**config.mk**
```make
export PLATFORM = sky130hd
export DESIGN_NAME = tlb_xlate
export DESIGN_NICKNAME = d
export VERILOG_FILES = /design/src/rtl/tlb_pkg.sv /design/src/rtl/tlb_way_match.sv /design/src/rtl/tlb_victim_pick.sv /design/src/rtl/tlb_xlate.sv
export SDC_FILE = /design/constraint.sdc
export NUM_CORES = 1
export LEC_CHECK = 0
export ABC_AREA = 0
export CAP_MARGIN = 15
export CORE_ASPECT_RATIO = 1.25
export CORE_MARGIN = 2
export CORE_UTILIZATION = 25
export CTS_BUF_LIST = sky130_fd_sc_hd__clkbuf_2 sky130_fd_sc_hd__clkbuf_4 sky130_fd_sc_hd__clkbuf_8
export DETAILED_ROUTE_END_ITERATION = 10
export PLACE_DENSITY = 0.48
export SLEW_MARGIN = 20
export SYNTH_ARGS = -nofsm -noshare
export SYNTH_HDL_FRONTEND = slang
export SYNTH_SLANG_ARGS = --single-unit
```
**constraint.sdc**
```tcl
create_clock -name clk -period 4.1 [get_ports clk]
set_clock_uncertainty 0.05 [all_clocks]
set_input_delay 0.615 -clock clk [delete_from_list [all_inputs] [get_ports clk]]
set_output_delay 0.615 -clock clk [all_outputs]
set_load 0.01 [all_outputs]
```
**src/rtl/tlb_pkg.sv**
```systemverilog
package tlb_pkg;
    localparam int VPN_W = 8;
    localparam int IDX_W = 2;
    localparam int PPN_W = 6;
    localparam int WAYS  = 4;
    localparam int TAG_W = VPN_W - IDX_W;
    localparam int SETS  = 1 << IDX_W;
    localparam int WAY_W = $clog2(WAYS);

    typedef logic [VPN_W-1:0] vpn_t;
    typedef logic [TAG_W-1:0] tag_t;
    typedef logic [IDX_W-1:0] idx_t;
    typedef logic [PPN_W-1:0] ppn_t;
    typedef logic [WAY_W-1:0] way_t;

    typedef struct packed {
        logic valid;
        tag_t tag;
        ppn_t ppn;
    } entry_t;

    function automatic idx_t idx_of(input vpn_t v);
        return v[IDX_W-1:0];
    endfunction

    function automatic tag_t tag_of(input vpn_t v);
        return v[VPN_W-1:IDX_W];
    endfunction

    // lowest set bit position; zero when none set
    function automatic way_t lowest_one(input logic [WAYS-1:0] v);
        way_t r;
        r = '0;
        for (int i = WAYS - 1; i >= 0; i--) begin
            if (v[i]) r = way_t'(i);
        end
        return r;
    endfunction
endpackage

```
**src/rtl/tlb_way_match.sv**
```systemverilog
module tlb_way_match
    import tlb_pkg::*;
(
    input  entry_t [WAYS-1:0] set_i,
    input  tag_t              tag_i,
    output logic [WAYS-1:0]   hit_o,
    output ppn_t              ppn_o
);
    genvar w;
    generate
        for (w = 0; w < WAYS; w++) begin : g_cmp
            assign hit_o[w] = set_i[w].valid && (set_i[w].tag == tag_i);
        end
    endgenerate

    always_comb begin
        ppn_o = '0;
        for (int i = 0; i < WAYS; i++) begin
            if (hit_o[i]) ppn_o = ppn_o | set_i[i].ppn;
        end
    end
endmodule

```
**src/rtl/tlb_victim_pick.sv**
```systemverilog
module tlb_victim_pick
    import tlb_pkg::*;
(
    input  entry_t [WAYS-1:0] set_i,
    input  tag_t              tag_i,
    input  way_t              ptr_i,
    output way_t              way_o,
    output logic              advance_o
);
    logic [WAYS-1:0] same_tag;
    logic [WAYS-1:0] free_way;
    ppn_t            unused_ppn;

    tlb_way_match u_match (
        .set_i (set_i),
        .tag_i (tag_i),
        .hit_o (same_tag),
        .ppn_o (unused_ppn)
    );

    genvar w;
    generate
        for (w = 0; w < WAYS; w++) begin : g_free
            assign free_way[w] = ~set_i[w].valid;
        end
    endgenerate

    always_comb begin
        if (|same_tag) begin
            way_o     = lowest_one(same_tag);
            advance_o = 1'b0;
        end else if (|free_way) begin
            way_o     = lowest_one(free_way);
            advance_o = 1'b0;
        end else begin
            way_o     = ptr_i;
            advance_o = 1'b1;
        end
    end

    logic unused_ok;
    assign unused_ok = ^unused_ppn;
endmodule

```
**src/rtl/tlb_xlate.sv**
```systemverilog
module tlb_xlate
    import tlb_pkg::*;
(
    input  logic             clk,
    input  logic             rst,
    input  logic             lk_valid,
    input  logic [VPN_W-1:0] lk_vpn,
    input  logic             fill_valid,
    input  logic [VPN_W-1:0] fill_vpn,
    input  logic [PPN_W-1:0] fill_ppn,
    input  logic             flush,
    output logic             rsp_valid,
    output logic             rsp_hit,
    output logic [PPN_W-1:0] rsp_ppn
);
    entry_t [SETS-1:0][WAYS-1:0] mem_q;
    way_t   [SETS-1:0]           rr_q;

    // lookup path
    idx_t            lk_idx;
    logic [WAYS-1:0] lk_hit;
    ppn_t            lk_ppn;
    logic            lk_any;

    assign lk_idx = idx_of(lk_vpn);

    tlb_way_match u_lookup (
        .set_i (mem_q[lk_idx]),
        .tag_i (tag_of(lk_vpn)),
        .hit_o (lk_hit),
        .ppn_o (lk_ppn)
    );

    assign lk_any = lk_valid && (|lk_hit);

    always_ff @(posedge clk) begin
        if (rst) begin
            rsp_valid <= 1'b0;
            rsp_hit   <= 1'b0;
            rsp_ppn   <= '0;
        end else begin
            rsp_valid <= lk_valid;
            rsp_hit   <= lk_any;
            rsp_ppn   <= lk_any ? lk_ppn : '0;
        end
    end

    // fill path
    idx_t fl_idx;
    tag_t fl_tag;
    way_t fl_way;
    logic fl_adv;

    assign fl_idx = idx_of(fill_vpn);
    assign fl_tag = tag_of(fill_vpn);

    tlb_victim_pick u_pick (
        .set_i     (mem_q[fl_idx]),
        .tag_i     (fl_tag),
        .ptr_i     (rr_q[fl_idx]),
        .way_o     (fl_way),
        .advance_o (fl_adv)
    );

    logic [SETS*WAYS-1:0] valid_flat;

    genvar s, w;
    generate
        for (s = 0; s < SETS; s++) begin : g_set
            logic wr_here;
            assign wr_here = fill_valid && !flush && (fl_idx == idx_t'(s));

            always_ff @(posedge clk) begin
                if (rst) begin
                    rr_q[s] <= '0;
                end else if (wr_here && fl_adv) begin
                    rr_q[s] <= rr_q[s] + way_t'(1);
                end
            end

            for (w = 0; w < WAYS; w++) begin : g_way
                always_ff @(posedge clk) begin
                    if (rst) begin
                        mem_q[s][w] <= '0;
                    end else if (flush) begin
                        mem_q[s][w].valid <= 1'b0;
                    end else if (wr_here && (fl_way == way_t'(w))) begin
                        mem_q[s][w] <= '{valid: 1'b1, tag: fl_tag, ppn: fill_ppn};
                    end
                end
                assign valid_flat[s*WAYS + w] = mem_q[s][w].valid;
            end
        end
    endgenerate
endmodule

```
=== Yosys cells after proc, flatten, opt, wreduce, memory -nomap -nowiden ===
Cells that the tools add are included.

* Muxes and demuxes: 22
* Equality and inequality tests: 14
* $lt $le $gt $ge: 2
* Bitwise operators: 9
* Add/subtract/negate cells: 4
* Reduce and logical (&&, ||, !) cells: 58

{| class="wikitable"
|+ Operator list
! operator !! number
|-
| binary-select mux 52 bit (select 2 bit) || 2
|-
| 2-to-1 mux 52 bit || 2
|-
| equality test 6 bit || 8
|-
| logical AND 1 bit || 34
|-
| AND reduction 2 bit || 16
|-
| 2-to-1 mux 6 bit || 4
|-
| 2-to-1 mux 2 bit || 11
|-
| OR 6 bit || 3
|-
| OR reduction 4 bit || 3
|-
| adder 2 x 1 -> 2 bit (second input constant) || 4
|-
| equality test 2 bit (second input constant) || 4
|-
| less-than comparator 2 x 3 -> 1 bit (second input constant) || 2
|-
| NOT 1 bit || 6
|-
| binary-select mux 2 bit (select 2 bit) || 1
|-
| equality test 2 x 1 -> 1 bit (second input constant) || 2
|-
| logical NOT 2 bit || 2
|-
| OR reduction 2 bit || 2
|-
| 2-to-1 mux 1 bit || 2
|-
| logical NOT 1 bit || 1
|}

* Input bits: 27
* Output and inout port bits: 8
* Word-level logic and storage cells: 164
* Bits in registers: 224

=== Longest topological paths before layout ===
Gate-level depths: netlist of run 1.

* Depth after elaboration: 12
* Depth in mapped cells: 12

=== By module ===
A second synthesis of run 1 with hierarchy kept.

* Cells, all modules: 1194
* Area, all modules: 12436.9 um^2

{| class="wikitable"
|+ Modules (own cells, without submodules)
! module !! area each (um^2) !! times used !! cells each !! sequential area each (um^2)
|-
| tlb_xlate || 11139.4 || 1 || 972 || 4484.3
|-
| tlb_way_match || 613.1 || 2 || 105 || 0.0
|-
| tlb_victim_pick || 71.3 || 1 || 12 || 0.0
|}

=== Worst setup path after synthesis of run 1 ===
OpenSTA, ideal clock, no wires.

* Path kind: in2reg
* Start point: in fill_vpn[1]
* End point: reg mem_q[133] in the netlist's numbering
* Required time: 3.922 ns
* Cell stages on the path: 10
* Arrival: 3.186 ns
* Library setup time: 0.128 ns
* Path buffers: 3
* Path slack: 0.736 ns
* Cell sequence: buf_2 buf_1 mux4_2 and3b_4 a2111oi_4 o31ai_2 a2111oi_4 buf_6 mux2i_1 nor2_1

* Word-level cells in the longest chain between the ends: 12
* Elaborated cells on any way between the ends: 33

{| class="wikitable"
|+ RTL lines
! item !! RTL line !! text
|-
| from (decl) || tlb_xlate.sv:9 || <nowiki>input logic [VPN_W-1:0] fill_vpn,</nowiki>
|-
| binary-select mux 52 bit (select 2 bit) || tlb_xlate.sv:58 || <nowiki>.set_i (mem_q[fl_idx]),</nowiki>
|-
| 2-to-1 mux 52 bit (not written as such) || tlb_xlate.sv:58 ||
|-
| equality test 6 bit || tlb_way_match.sv:12 || <nowiki>assign hit_o[w] = set_i[w].valid && (set_i[w].tag == tag_i);</nowiki>
|-
| logical AND 1 bit || tlb_way_match.sv:12 ||
|-
| 2-to-1 mux 2 bit (4 in a row) || tlb_pkg.sv:35 || <nowiki>if (v[i]) r = way_t'(i);</nowiki>
|-
| 2-to-1 mux 2 bit || tlb_victim_pick.sv:29 || <nowiki>if (|same_tag) begin</nowiki>
|-
| equality test 2 bit || tlb_xlate.sv:87 || <nowiki>end else if (wr_here && (fl_way == way_t'(w))) begin</nowiki>
|-
| logical AND 1 bit (*) || tlb_xlate.sv:87 ||
|-
| AND reduction 2 bit (no source line) (*) || - ||
|-
| to (signal, indexed assignment) || tlb_xlate.sv:88 || <nowiki>mem_q[s][w] <= '{valid: 1'b1, tag: fl_tag, ppn: fill_ppn};</nowiki>
|-
| to (decl) || tlb_xlate.sv:16 || <nowiki>entry_t [SETS-1:0][WAYS-1:0] mem_q;</nowiki>
|}

Mark *: on every way between the ends. The rest lies on a longest branch, timed or not. The select of a mux whose other input is x is not followed.
A chain may end at the register's enable or synchronous reset.

=== Worst setup path in the final report of run 1 ===
* Start point: in fill_vpn[1]
* End point: reg rr_q[0] in the netlist's numbering

* Word-level cells in the longest chain between the ends: 7
* Elaborated cells on any way between the ends: 21

{| class="wikitable"
|+ RTL lines
! item !! RTL line !! text
|-
| binary-select mux 52 bit (select 2 bit) || tlb_xlate.sv:58 ||
|-
| 2-to-1 mux 52 bit (not written as such) || tlb_xlate.sv:58 ||
|-
| equality test 6 bit / NOT 1 bit (equally long branches) || tlb_way_match.sv:12, tlb_victim_pick.sv:24 ||
|-
| logical AND 1 bit / OR reduction 4 bit (equally long branches) || tlb_way_match.sv:12, tlb_victim_pick.sv:32 ||
|-
| OR reduction 4 bit / 2-to-1 mux 1 bit (equally long branches) || tlb_victim_pick.sv:29, tlb_victim_pick.sv:32 ||
|-
| 2-to-1 mux 1 bit || tlb_victim_pick.sv:29 ||
|-
| logical AND 1 bit (*) || tlb_xlate.sv:76 || <nowiki>end else if (wr_here && fl_adv) begin</nowiki>
|-
| to (signal, indexed assignment) || tlb_xlate.sv:77 || <nowiki>rr_q[s] <= rr_q[s] + way_t'(1);</nowiki>
|-
| to (decl) || tlb_xlate.sv:17 || <nowiki>way_t [SETS-1:0] rr_q;</nowiki>
|}

Marked as above.

==> summary.md, run 1 <==
| Metric | Value |
|---|---|
| CTS tree | yes |
| Async SR Flop Fraction | 0 |
| Root Buffer | clkbuf_8 |
| # DRC | 0 |
| Fin cells | about 1.8k |
| Die height | between 200 and 250 µm |
| Element type at the critical path end | register |
| Final #Nets | 1187 |
| Antenna violations before repair | 1 |
| Sum Neg Setup Slack | 0 ps |
| WP data arrival | 3670 ps |
| Part of the cycle the worst path needs | 0.785 |
| Worst path required time | around 4600 ps |
| Worst VDD drop | between 200 and 250 µV |
| Post-Synth Simple-Gate Area | 0.136 |
| Max cap viols | 0 |
| Die Wd | roughly 200 µm |
| Row count | between 80 and 90 |
| Via count | about 9.4k |
| # IOs | 35 |
| Worst hold path class | in2reg |
| RSZ-0062 raised after global routing | no |
| Yosys reg bits | between 200 and 250 |
| Worst slew pin tran | 1040 ps |
| Most frequent cells in the layout | dfxtp_1, a21oi_1, o21ai_0, mux4_2, mux2i_1 |
| Adder-cell share of the synthesized area | 0 |
| Crit path kind | in2reg |
| Slew Limit Fails | 0 |
| Fraction of layout cells with a size suffix above 1 | 0.198 |
| Htree depth | 2 |
| Starting Density | 0.252 |
| Top FF cell, synth | dfxtp_1 |
| Final Hold Viols | 0 |
| Largest family of logic cells by synthesized area | multiplexers |
| Cell taking the most area after synthesis | dfxtp_1 |
| DR iter-0 viols | 847 |
| GRT Total Usage | 0.157 |
| Max Fclk | ~310 MHz |
| Clock sink total | between 200 and 250 |
| Worst-path clk slew | about 70 ps |
| Register area share after synthesis | 0.388 |
| LEAKAGE | between 4 and 5 nW |
| Synth top area share | 0.388 |
| Yosys warns | 0 |
| Pre-antenna DRT Iters | 5 |
| Status | completed |
| Endpoints failing setup | 0 |
| Post-cts sizing count | 0 |
| Vias in the first global route | between 9k and 10k |
| Top post-synthesis cells by area | dfxtp_1, mux4_2, mux2i_1, a21oi_1, o31ai_1 |
| Gp weighted congestion | 0.779 |
| Syn Nets | approximately 1.2k |
| Synth-to-layout area growth | 16.9% |
| Hpwl dp | around 24 mm |
| Synthesized-area fraction occupied by ao, oa, aoi and oai cells | 0.156 |
| Post-synthesis cell type count | 45 |
| Slew headroom | 0.301 |
| Wirelength, routed | ~38 mm |
| CP Max Fanout | 23 |
| Via/cell ratio | between 5 and 6 |
| EDFF count, synth | 0 |
| Cell count after placement | 1705 |
| Most common cell after layout, fill and taps aside | dfxtp_1 |
| ANT nets after route | 0 |
| Synth Area in XOR/XNOR | 0.0364 |
| Tot Pwr | roughly 4.7 mW |
| Post-Synthesis Cells | between 1k and 1.5k |
| Core region area | between 40000 and 50000 µm² |
| TritonCTS buffer count | 38 |
| Hold_buf cts | 0 |
| Clock latency on the worst-skew pair | 570 ps |
| Worst setup SP type | primary input |
| Synth Area per Inst | 9.97 µm² |
| Number of port buffers | 34 |
| P per Cell Area | between 300 and 400 nW/µm² |
| Die footprint | between 40000 and 50000 µm² |
| Total grt overflow | 0 |
| Post-CTS Setup Bufs | 0 |
| Clk buf depth | 3 |
| Post-synthesis mux area share | 0.226 |
| Netlist Area Pre-Place | between 10000 and 15000 µm² |
| WL/cell | 21.4 µm |
| Final Critical Period | 3220 ps |
| Pin count of the biggest net entering global routing | approximately 130 |
| First-pass GRT wire length | about 60 mm |
## worst paths after layout
kind	startpoint	endpoint	slack (ps)	depth (start not counted)
setup reg to reg	mem_q[193]	mem_q[170]	1250	9
hold / removal	rst	mem_q[188]	350	2
setup / recovery	fill_vpn[1]	rr_q[0]	880	8
hold reg to reg	mem_q[155]	mem_q[155]	410	2
## sequential cells by signal (all words and copies together), names as in the netlist
register   cells
rsp_hit        1
rsp_valid      1
mem_q        208
rr_q           8
rsp_ppn        6
## area by class of cell
cell class / instances / area (µm²)
flip-flops and latches: 224 / 4480
diodes: 1 / 2.50
multi-input cells: 792 / 6470
fillers: 4709 / 32400
clock buffers: 58 / 754
inverters: 7 / 26.3
repair buffers: 97 / 985
well taps: 585 / 732
clock inverters: 9 / 52.6
## worst max-delay path, stage by stage
cell     delay [ps]
buf_2           550
buf_4           360
mux4_2          350
xor2_1          250
nor3_2           90
or4b_1          720
or4_1           550
a21oi_1         150
## cell usage after synthesis, types with 8 or more instances
cell type,instances
dfxtp_1,224
a21oi_1,116
clkbuf_1,92
o21ai_0,79
mux4_2,78
mux2i_1,72
nor2_1,69
nand4_1,54
o31ai_1,54
nand3_1,50
nand2b_1,40
xnor2_1,33
nor2b_1,29
o21ai_1,19
buf_2,17
nand2_1,15
xor2_1,15
a22oi_1,12
buf_1,8
buf_6,8
## cell families (layout without fill, tap and decap cells)
| group | Yosys count | in the layout |
|---|---|---|
| AND/OR/NAND/NOR | 291 | 291 |
| other | 0 | 1 |
| buffers and inverters | 143 | 171 |
| XOR/XNOR | 48 | 48 |
| AO/OA/AOI/OAI | 296 | 296 |
| flip-flops | 224 | 224 |
| multiplexers | 157 | 157 |
## report_power, final
group          switching [mW]  leakage (nW)  internal, mW  total (mW)
Clock                   0.989         0.435          1.18        2.17
Combinational           0.227          2.12         0.121       0.348
Sequential            0.00648          1.81          2.19        2.19
## per-layer routing
metal / vias up / share of wire / track usage
met1: 4762 / 0.42 / 0.199
li1: 4309 / - / -
met5: - / 0 / 0
met3: 84 / 0.048 / 0.0217
met2: 285 / 0.49 / 0.266
met4: 0 / 0.033 / 0.0631
## stage by stage
stage	worst slack (ps)	utilization	instance area, µm²	hold slack [ps]
floorplan	736	-	11600	382
global placement	393	0.276	12700	397
detailed placement	354	0.276	12700	405
CTS	945	0.294	13500	318
global route	745	0.294	13500	342
finish	884	0.294	13500	350
No activity file was read; power rests on OpenSTA's default activity.
==> run 2, diff against run 1 <==
clock period = 3.19 ns   (was 4.1 ns; I/O delays follow)
==> run 2 against run 1 <==
Power increased by 27%. Clock power increased by 24%. Global-route usage increased by 0.58 points. Critical path depth increased by 2. Cell count increased by 2.5%. Critical endpoint is now mem_q[131]. Largest cell class unchanged. Highest routed layer unchanged.
==> summary.md, run 2 (synthesis gave the netlist of run 1 again) <==
| Metric | Value |
|---|---|
| Status | completed |
| CP startpoint | fill_vpn[0] |
| Starting Density | 0.252 (unchanged) |
| R2R Path End | mem_q[131] |
| Worst hold path class | in2reg |
| Sequential cell area | 4480 µm² (unchanged) |
| CP Depth | 10 (+2) |
| Reg2reg setup slack | 300 ps (-950 ps) |
| Cell count after placement | 1749 (+2.6%) |
| LEAKAGE | 4.57 nW (+4.9%) |
| Endpoints failing setup | 0 (unchanged) |
| Core region area | 45900 µm² (unchanged) |
| Post-cts sizing count | 0 (unchanged) |
| Crit path cell chain | buf_2 -> buf_4 -> mux4_2 -> nand2b_1 -> a2111oi_4 -> o31ai_2 -> a2111oi_4 -> buf_4 -> mux2i_1 -> nor2_1 |
| Htree depth | 2 (unchanged) |
| Clk buf depth | 3 (unchanged) |
| Pin count of the biggest net entering global routing | 82 (-34%) |
| TritonCTS buffer count | 39 (+2.6%) |
| Die height | 244 µm (unchanged) |
| Root Buffer | clkbuf_8 |
| Element type at the critical path end | register |
| Antenna violations before repair | 1 (unchanged) |
| Vias in the first global route | 9542 (+1.0%) |
| Synth-to-layout area growth | 20.2% |
| # IOs | 35 (unchanged) |
| Post-CTS Setup Bufs | 0 (unchanged) |
| Crit path kind | in2reg |
| Sum Neg Setup Slack | 0 ps (unchanged) |
| Slew headroom | 0.444 (+0.144) |
| CTS tree | yes |
| Max stage delay cell, worst path | mux4_2 |
| Critical Path End | mem_q[131] |
| Fin cells | 1818 (+2.5%) |
| Fill cells | 4648 (-1.3%) |
| Clock sink total | 224 (unchanged) |
| WP data arrival | 3310 ps (-360 ps) |
| Via/cell ratio | 5.27 (-1.1%) |
| Number of port buffers | 34 (unchanged) |
| Final #Nets | 1232 (+3.8%) |
| Most common cell after layout, fill and taps aside | dfxtp_1 |
| Top Registers | mem_q x208, rr_q x8, rsp_ppn x6 |
| Pre-antenna DRT Iters | 5 (unchanged) |
| Worst-path clk slew | 70 ps (about the same) |
| Hpwl dp | 25.0 mm (+5.5%) |
| R2R cell count | 9 (unchanged) |
| Worst path bufs/invs | 3 (+1) |
| Hold_buf cts | 0 (unchanged) |
| Die Wd | 196 µm (unchanged) |
| Largest register by flop count | mem_q |
| Max Fclk | between 300 and 400 MHz |
| Max cap viols | 0 (unchanged) |
| Total grt overflow | 0 (unchanged) |
| Delay-heaviest family, CP | compound AO/OA/AOI/OAI gates |
| Worst slew pin tran | 829 ps (-207 ps) |
| Wirelength, routed | 39.3 mm (+3.9%) |
| Clock latency on the worst-skew pair | 570 ps (about the same) |
| R2r startpoint | mem_q[206] |
| WL/cell | 21.6 µm (+1.3%) |
| DR iter-0 viols | 791 (-6.6%) |
| CP Max Fanout | 9 (-61%) |
| P per Cell Area | 430 nW/µm² (+23%) |
| Multi-input gate area | 6470 µm² (about the same) |
| Row count | 88 (unchanged) |
| Slew Limit Fails | 0 (unchanged) |
| GRT Total Usage | 0.162 (+0.00580) |
| Worst setup SP type | primary input |
| Fraction of layout cells with a size suffix above 1 | 0.228 (+0.0301) |
| Most frequent cells in the layout | dfxtp_1, a21oi_1, buf_4, o21ai_0, mux4_2 |
| # DRC | 0 (unchanged) |
| Final Hold Viols | 0 (unchanged) |
| Worst VDD drop | 261 µV (+29%) |
| Final Critical Period | 2940 ps |
| Worst path required time | 3560 ps (-990 ps) |
| RSZ-0062 raised after global routing | no |
| Gp weighted congestion | 0.809 (+3.9%) |
| Max reg flops | 208 (unchanged) |
| Slowest Stage Delay on Critical Path | 540 ps (-180 ps) |
| Part of the cycle the worst path needs | 0.922 |
| Via count | 9573 (+1.4%) |
| ANT nets after route | 0 (unchanged) |
| First-pass GRT wire length | 60.0 mm (+2.5%) |
| Die footprint | 48000 µm² (unchanged) |
run 2: stage by stage:
stage	setup WS, ps	area [µm²]	utilization	total power, mW	hold slack [ps]
floorplan	13.2	11600	-	3.15	382
global placement	-287	13100	0.286	3.36	397
detailed placement	-312	13100	0.286	3.36	404
CTS	270	13900	0.303	6.05	233
global route	116	13900	0.303	6.19	250
finish	250	13900	0.303	5.98	260
run 2: worst register-to-register path: stages (launching register included):
cell and delay, ps:
dfxtp_1 330, mux4_2 500, xnor2_1 190, nand4_1 150, buf_4 160, o31ai_2 720
a2111oi_4 190, buf_4 240, mux2i_1 170, nor2_1 60
run 2: worst min path at each step:
| stage | startpoint | endpoint | slack, ps | depth (start not counted) |
|---|---|---|---|---|
| 6_report | rst | mem_q[184] | 260 | 2 |
| 5_1_grt | rst | mem_q[184] | 250 | 2 |
| 4_1_cts | rst | mem_q[184] | 230 | 2 |
| 3_5_place_dp | mem_q[103] | mem_q[103] | 400 | 2 |
| 3_3_place_gp | mem_q[155] | mem_q[155] | 400 | 2 |
| 2_1_floorplan | mem_q[155] | mem_q[155] | 380 | 2 |
run 2: final cells by class:
type | count | area share
clock inverters | 11 | 0.00450
inverters | 7 | 0.00189
well taps | 585 | 0.0527
multi-input cells | 792 | 0.466
repair buffers | 141 | 0.101
diodes | 1 | 0.000180
clock buffers | 57 | 0.0511
flip-flops and latches | 224 | 0.323
run 2: metal layers:
| metal | GRT usage | share of wire | routed length (µm) | up-vias |
|---|---|---|---|---|
| li1 | - | - | - | 4392 |
| met1 | 0.205 | 0.42 | 16600 | 4793 |
| met2 | 0.282 | 0.50 | 19600 | 305 |
| met3 | 0.0182 | 0.044 | 1730 | 83 |
| met4 | 0.0648 | 0.033 | 1310 | 0 |
| met5 | 0 | 0 | 0 | - |
run 2: report_power, final:
part	leakage (nW)	switching, mW	total [mW]	internal (mW)
logic	2.36	0.299	0.480	0.181
clock network	0.410	1.25	2.68	1.43
registers	1.81	0.00783	2.82	2.81
total	4.57	1.55	5.98	4.42
